## config.mk

```make
export PLATFORM = sky130hd
export DESIGN_NAME = sio_byte_port
export DESIGN_NICKNAME = d
export VERILOG_FILES = /design/src/rtl/sio_pkg.sv /design/src/rtl/sio_rate_gen.sv /design/src/rtl/sio_edge_sync.sv /design/src/rtl/sio_shift_core.sv /design/src/rtl/sio_byte_port.sv
export SDC_FILE = /design/constraint.sdc
export NUM_CORES = 1
export LEC_CHECK = 0
export BUFFER_PORTS_ARGS = -buffer_cell sky130_fd_sc_hd__buf_2
export CAP_MARGIN = 30
export CORE_MARGIN = 5
export CORE_UTILIZATION = 30
export DETAILED_ROUTE_END_ITERATION = 10
export GPL_TIMING_DRIVEN = 0
export MAX_ROUTING_LAYER = met4
export SLEW_MARGIN = 20
export SYNTH_ARGS = -nofsm -noshare
export SYNTH_HDL_FRONTEND = slang
export SYNTH_SLANG_ARGS = --single-unit
```

## constraint.sdc

```tcl
create_clock -name clk -period 3.2 [get_ports clk]
set_clock_uncertainty 0.1 [all_clocks]
set_input_delay 0.32 -clock clk [delete_from_list [all_inputs] [get_ports clk]]
set_output_delay 0.32 -clock clk [all_outputs]
set_load 0.01 [all_outputs]
```

## src/rtl/sio_pkg.sv

```systemverilog
package sio_pkg;

    typedef enum logic [1:0] {
        ST_OFF  = 2'd0,
        ST_IDLE = 2'd1,
        ST_LOW  = 2'd2,
        ST_HIGH = 2'd3
    } sio_state_t;

    localparam int RATE_W     = 2;
    localparam int HALF_CNT_W = 5;

    // System clock cycles per serial clock half period for each rate code.
    function automatic logic [HALF_CNT_W-1:0] half_period(input logic [RATE_W-1:0] code);
        logic [HALF_CNT_W-1:0] h;
        unique case (code)
            2'd0:    h = HALF_CNT_W'(1);
            2'd1:    h = HALF_CNT_W'(2);
            2'd2:    h = HALF_CNT_W'(8);
            default: h = HALF_CNT_W'(16);
        endcase
        return h;
    endfunction

endpackage

```

## src/rtl/sio_rate_gen.sv

```systemverilog
module sio_rate_gen
    import sio_pkg::*;
(
    input  logic              clk,
    input  logic              rst_n,
    input  logic              run,
    input  logic [RATE_W-1:0] rate,
    output logic              sck,
    output logic              fall_ev,
    output logic              rise_ev
);
    logic [HALF_CNT_W-1:0] cnt_q;
    logic [HALF_CNT_W-1:0] half;
    logic                  expire;

    assign half    = half_period(rate);
    assign expire  = run && (cnt_q == half - HALF_CNT_W'(1));
    assign fall_ev = expire && sck;
    assign rise_ev = expire && !sck;

    always_ff @(posedge clk or negedge rst_n) begin
        if (!rst_n) begin
            cnt_q <= '0;
            sck   <= 1'b1;
        end else if (!run) begin
            cnt_q <= '0;
            sck   <= 1'b1;
        end else if (expire) begin
            cnt_q <= '0;
            sck   <= ~sck;
        end else begin
            cnt_q <= cnt_q + HALF_CNT_W'(1);
        end
    end
endmodule

```

## src/rtl/sio_edge_sync.sv

```systemverilog
module sio_edge_sync #(
    parameter int STAGES = 2
) (
    input  logic clk,
    input  logic rst_n,
    input  logic pin,
    output logic fall_ev,
    output logic rise_ev
);
    // Stages 0..STAGES-1 synchronise; the extra stage holds the previous value.
    logic [STAGES:0] sync_q;

    always_ff @(posedge clk or negedge rst_n) begin
        if (!rst_n) sync_q <= '1;
        else        sync_q <= {sync_q[STAGES-1:0], pin};
    end

    assign fall_ev =  sync_q[STAGES] && !sync_q[STAGES-1];
    assign rise_ev = !sync_q[STAGES] &&  sync_q[STAGES-1];
endmodule

```

## src/rtl/sio_shift_core.sv

```systemverilog
module sio_shift_core #(
    parameter int W = 8
) (
    input  logic         clk,
    input  logic         rst_n,
    input  logic         load,
    input  logic [W-1:0] load_data,
    input  logic         lsb_first,
    input  logic         shift_out,
    input  logic         shift_in,
    input  logic         sdi,
    output logic [W-1:0] sr_q,
    output logic         sdo_q
);
    always_ff @(posedge clk or negedge rst_n) begin
        if (!rst_n) begin
            sr_q  <= '0;
            sdo_q <= 1'b1;
        end else if (load) begin
            sr_q <= load_data;
        end else if (shift_out) begin
            // Launch one bit into the output stage and open a slot for the incoming bit.
            if (lsb_first) begin
                sdo_q <= sr_q[0];
                sr_q  <= {1'b0, sr_q[W-1:1]};
            end else begin
                sdo_q <= sr_q[W-1];
                sr_q  <= {sr_q[W-2:0], 1'b0};
            end
        end else if (shift_in) begin
            if (lsb_first) sr_q[W-1] <= sdi;
            else           sr_q[0]   <= sdi;
        end
    end
endmodule

```

## src/rtl/sio_byte_port.sv

```systemverilog
module sio_byte_port
    import sio_pkg::*;
#(
    parameter int DATA_W      = 8,
    parameter int SYNC_STAGES = 2
) (
    input  logic              clk,
    input  logic              rst_n,
    input  logic              cfg_enable,
    input  logic              cfg_master,
    input  logic              cfg_lsb_first,
    input  logic [RATE_W-1:0] cfg_rate,
    input  logic              host_wr,
    input  logic [DATA_W-1:0] host_wdata,
    input  logic              host_rd,
    output logic [DATA_W-1:0] host_rdata,
    output logic              done_flag,
    input  logic              sck_in,
    output logic              sck_out,
    output logic              sck_oe,
    input  logic              sdi,
    output logic              sdo,
    output logic              sdo_oe
);
    localparam int CNT_W = (DATA_W > 1) ? $clog2(DATA_W) : 1;
    localparam logic [CNT_W-1:0] LAST_BIT = CNT_W'(DATA_W - 1);

    sio_state_t        state_q, state_d;
    logic [CNT_W-1:0]  bit_cnt_q;
    logic              m_run_q;
    logic              gen_run;
    logic              m_fall, m_rise, s_fall, s_rise;
    logic              fall_ev, rise_ev;
    logic              wr_ok, shift_fall, shift_rise, last_bit;
    logic              xfer_active;
    logic [DATA_W-1:0] sr;
    logic              sdo_q;

    // Serial clock sources
    assign gen_run = m_run_q && cfg_enable && cfg_master;

    sio_rate_gen u_rate (
        .clk     (clk),
        .rst_n   (rst_n),
        .run     (gen_run),
        .rate    (cfg_rate),
        .sck     (sck_out),
        .fall_ev (m_fall),
        .rise_ev (m_rise)
    );

    sio_edge_sync #(.STAGES(SYNC_STAGES)) u_sync (
        .clk     (clk),
        .rst_n   (rst_n),
        .pin     (sck_in),
        .fall_ev (s_fall),
        .rise_ev (s_rise)
    );

    assign fall_ev = cfg_enable && (cfg_master ? m_fall : s_fall);
    assign rise_ev = cfg_enable && (cfg_master ? m_rise : s_rise);

    // Accepted events
    assign xfer_active = (state_q == ST_LOW) || (state_q == ST_HIGH) || m_run_q;
    assign wr_ok       = host_wr && cfg_enable && (state_q == ST_IDLE) && !m_run_q;
    assign shift_fall  = fall_ev && !wr_ok &&
                         ((state_q == ST_IDLE) || (state_q == ST_HIGH));
    assign shift_rise  = rise_ev && (state_q == ST_LOW);
    assign last_bit    = (bit_cnt_q == LAST_BIT);

    // State register
    always_ff @(posedge clk or negedge rst_n) begin
        if (!rst_n) state_q <= ST_OFF;
        else        state_q <= state_d;
    end

    // Next state
    always_comb begin
        state_d = state_q;
        unique case (state_q)
            ST_OFF:  if (cfg_enable) state_d = ST_IDLE;
            ST_IDLE: if (shift_fall) state_d = ST_LOW;
            ST_LOW:  if (shift_rise) state_d = last_bit ? ST_IDLE : ST_HIGH;
            ST_HIGH: if (shift_fall) state_d = ST_LOW;
            default: state_d = ST_OFF;
        endcase
        if (!cfg_enable) state_d = ST_OFF;
    end

    // Bit counter, master run request and completion flag
    always_ff @(posedge clk or negedge rst_n) begin
        if (!rst_n) begin
            bit_cnt_q <= '0;
            m_run_q   <= 1'b0;
            done_flag <= 1'b0;
        end else begin
            if (state_q == ST_IDLE || state_q == ST_OFF) bit_cnt_q <= '0;
            else if (shift_rise)                         bit_cnt_q <= bit_cnt_q + CNT_W'(1);

            if (!cfg_enable || !cfg_master)        m_run_q <= 1'b0;
            else if (wr_ok)                        m_run_q <= 1'b1;
            else if (shift_rise && last_bit)       m_run_q <= 1'b0;

            if (shift_rise && last_bit)            done_flag <= 1'b1;
            else if (host_rd || wr_ok)             done_flag <= 1'b0;
        end
    end

    sio_shift_core #(.W(DATA_W)) u_shift (
        .clk       (clk),
        .rst_n     (rst_n),
        .load      (wr_ok),
        .load_data (host_wdata),
        .lsb_first (cfg_lsb_first),
        .shift_out (shift_fall),
        .shift_in  (shift_rise),
        .sdi       (sdi),
        .sr_q      (sr),
        .sdo_q     (sdo_q)
    );

    // Pin and host outputs
    assign host_rdata = sr;
    assign sdo        = sdo_q;
    assign sdo_oe     = cfg_enable;
    assign sck_oe     = cfg_enable && cfg_master;
endmodule

```

==> results.sh <==
export IMPL_status="finished, final reports clean"
export IMPL_cap_violations=0
export IMPL_postCtsSetupRepairBufs=0
export IMPL_placed_cell_area_sq_mm=0.001594
export IMPL_yosysSeqAreaShare=0.4583
export IMPL_cts_sinks=25
export IMPL_fin_crit_sh=0.6934
export IMPL_crit_path_max_fanout=10
export IMPL_critical_path_startpoint="u_rate.cnt_q[2]"
export IMPL_drt_vias_per_instance=5.107
export IMPL_yosysTopAreaCell="dfrtp_1"
export IMPL_root_buffer="clkbuf_8"
export IMPL_p_total_uw=696.6
export IMPL_cts_tree="done"
export IMPL_wl_per_cell_microns=13.52
export IMPL_power_leakage_uw=0.0006973
export IMPL_max_freq_mhz=450.6
export IMPL_dpl_cell_count=219
export IMPL_die_y_microns=77.80
export IMPL_drt_wl_total_mm=3.028
export IMPL_syn_num_nets=159
export IMPL_clk_latency_ps=270
export IMPL_fill_cells=450
export IMPL_core_sq_mm=0.004414
export IMPL_antenna_left=0
export IMPL_cts_max_level=1
export IMPL_slew_violations=0
export IMPL_cts_repair_resized=0
export IMPL_syn_to_final_growth_pct=19.60
export IMPL_r2r_cells=6
export IMPL_critPathRequiredTime_ps=3260
export IMPL_synth_edf_count=0
export IMPL_rows=24
export IMPL_p_per_area_mw_per_mm2=422.4
export IMPL_netlist_area_sq_mm=0.001379
export IMPL_grt_use_total=0.1087
export IMPL_slew_headroom=0.6235
export IMPL_rsz0062_at_grt="false"
export IMPL_grt_pass1_wl_mm=5.402
export IMPL_numCtsBuffers=3
export IMPL_critical_path_arrival_ps=2280
export IMPL_first_pass_iters=4
export IMPL_r2r_start="u_rate.cnt_q[2]"
export IMPL_ff2ff_setup_slack_ps=980
export IMPL_ys_warnings_count=0
export IMPL_clock_path_buffers=2
export IMPL_antenna_found_initial=0
export IMPL_synth_top_area_share=0.3630
export IMPL_synthArstFlopShare=1.000
export IMPL_fin_setup_tns_ps=0
export IMPL_diodes=0
export IMPL_path_class="flip-flop to flip-flop"
export IMPL_synth_seq_cells=25
export IMPL_irDropWorstVdd_uv=286.8
export IMPL_final_util=0.3736
export IMPL_path_clk_slew_ps=90
export IMPL_initial_utilization=0.3124
export IMPL_io_buffers=30
export IMPL_dieWidth_microns=77.80
export IMPL_tightest_slew_ps=564.7
export IMPL_dp_hpwl_mm=2.259
export IMPL_stdcell_area_sq_mm=0.001649
export IMPL_die_area_sq_mm=0.006052
export IMPL_drive_gt1_frac=0.3023
export IMPL_gp_congestion=0.7614
export IMPL_avgSynthCellArea_sq_um=10.06
export IMPL_grt_pass1_vias=1185
export IMPL_start_kind="flip-flop"
export IMPL_period_minus_slack_ps=2219
export IMPL_ios=32
export IMPL_ys_types=42
export IMPL_synth_area_leaders="dfrtp_1 36%, dfstp_2 9.5%, a211oi_2 4.5%"
export IMPL_setup_viol=0
export IMPL_hold_viol=0
export IMPL_hp_class="input pin to flip-flop"
export IMPL_grt_start_max_net_pins=26
export IMPL_ys_flop_type="dfrtp_1"
export IMPL_grt_ovfl_total=0
export IMPL_num_vias=1144
export IMPL_drt_iter0_markers=40
export IMPL_drc=0
export IMPL_cp_endpoint="u_shift.sr_q[2]"
export IMPL_layout_nets=195
export IMPL_worstReg2RegEnd="u_shift.sr_q[2]"
export IMPL_cp_end_kind="flip-flop"
export IMPL_final_cell_count_no_fill=224
export IMPL_netlist_instances=137
[cell usage after synthesis, types with 2 or more instances]
cell type,count
o21ai_0,5
o22ai_1,6
mux2i_1,2
nor3_1,2
inv_1,3
nor2b_1,6
and3_1,3
and2_1,4
nand3b_1,3
a211oi_2,5
dfrtp_1,20
a21oi_1,7
nand3_1,4
o21a_1,2
ha_1,3
nor2_1,15
clkbuf_1,3
xor2_1,3
dfstp_2,5
nand2_1,14
[worst min-delay path by stage]
stage | endpoint | depth (start not counted) | start | slack, ps
final | u_sync.sync_q[0] | 1 | sck_in | 40
after global placement | u_rate.cnt_q[2] | 1 | rst_n | 250
after CTS | u_sync.sync_q[0] | 1 | sck_in | 30
after floorplan | bit_cnt_q[0] | 0 | rst_n | -80
after global routing | u_sync.sync_q[0] | 1 | sck_in | 30
after detailed placement | u_rate.cnt_q[2] | 1 | rst_n | 250
[layout make-up]
type	count	area, sq um	area share
plain buffers	5	30.03	0.01821
well taps	52	65.06	0.03945
repair buffers	31	160.2	0.09712
inverters	3	11.26	0.006829
flip-flops and latches	25	631.9	0.3832
multi-input cells	104	705.7	0.4279
clock buffers	4	45.04	0.02731
[logic make-up after synthesis]
logic type / synth area share
xor+xnor: 0.02541
flops: 0.4583
buf+inv: 0.02995
fa+ha+maj: 0.02723
compound gates: 0.2251
mux: 0.02269
simple gates: 0.2114
[critical path: stages, from the launching register on]
cell and delay, ps:
dfrtp_1 470, o41ai_4 400, o2111ai_4 270, o31a_1 430
buf_6 180, a211oi_2 190, nor2_1 80
[power breakdown]
group          internal, uW  switching [uW]  leakage [uW]  total [uW]
sequential              348            30.3      0.000308         378
combinational          59.3            71.1      0.000367         130
clock                  89.0            99.3     0.0000228         188
total                   496             201      0.000697         697
[cells in the final DEF (no fill, tap or decap), drive strengths merged, types with 2 or more instances in the layout]
master,count
ha,3
buf,32
nand3b,3
nand3,4
o21ai,5
a211oi,6
dfrtp,20
nor3,2
nand2,14
o22ai,7
nor2b,6
nor2,15
o21a,2
xor2,3
and3,3
and2,4
clkbuf,7
inv,3
a21oi,7
dfstp,5
mux2i,2
[flip-flops by register name, summed over array words and instances, names as in the netlist]
register and cells:
done_flag 1, m_run_q 1, u_shift.sr_q 8, u_rate.cnt_q 5, u_sync.sync_q 3, u_shift.sdo_q 1
bit_cnt_q 3, state_q 2, u_rate.sck 1
[per-layer routing]
metal,part of all wire,wire (microns),up-vias,GRT usage
met4,0.0026,8,0,0.005155
met3,0.062,188,2,0.02546
met1,0.47,1426,542,0.1391
met2,0.46,1406,35,0.1836
li1,-,-,565,-
met5,0,0,-,-
[metrics by stage]
stage / hold WS, ps / worst slack, ps
floorplan: -75.59 / 1202
detailed placement: 246.9 / 955.6
global placement: 245.6 / 971.4
CTS: 31.90 / 982.5
global route: 30.39 / 868.9
finish: 41.45 / 981.0
[repair_timing]
item,4_1_cts,5_1_grt
setup endpoints to repair,0,0
hold buffers,1,0
hold endpoints to repair,20,0
Note: power is estimated with default switching activity, not from simulation.
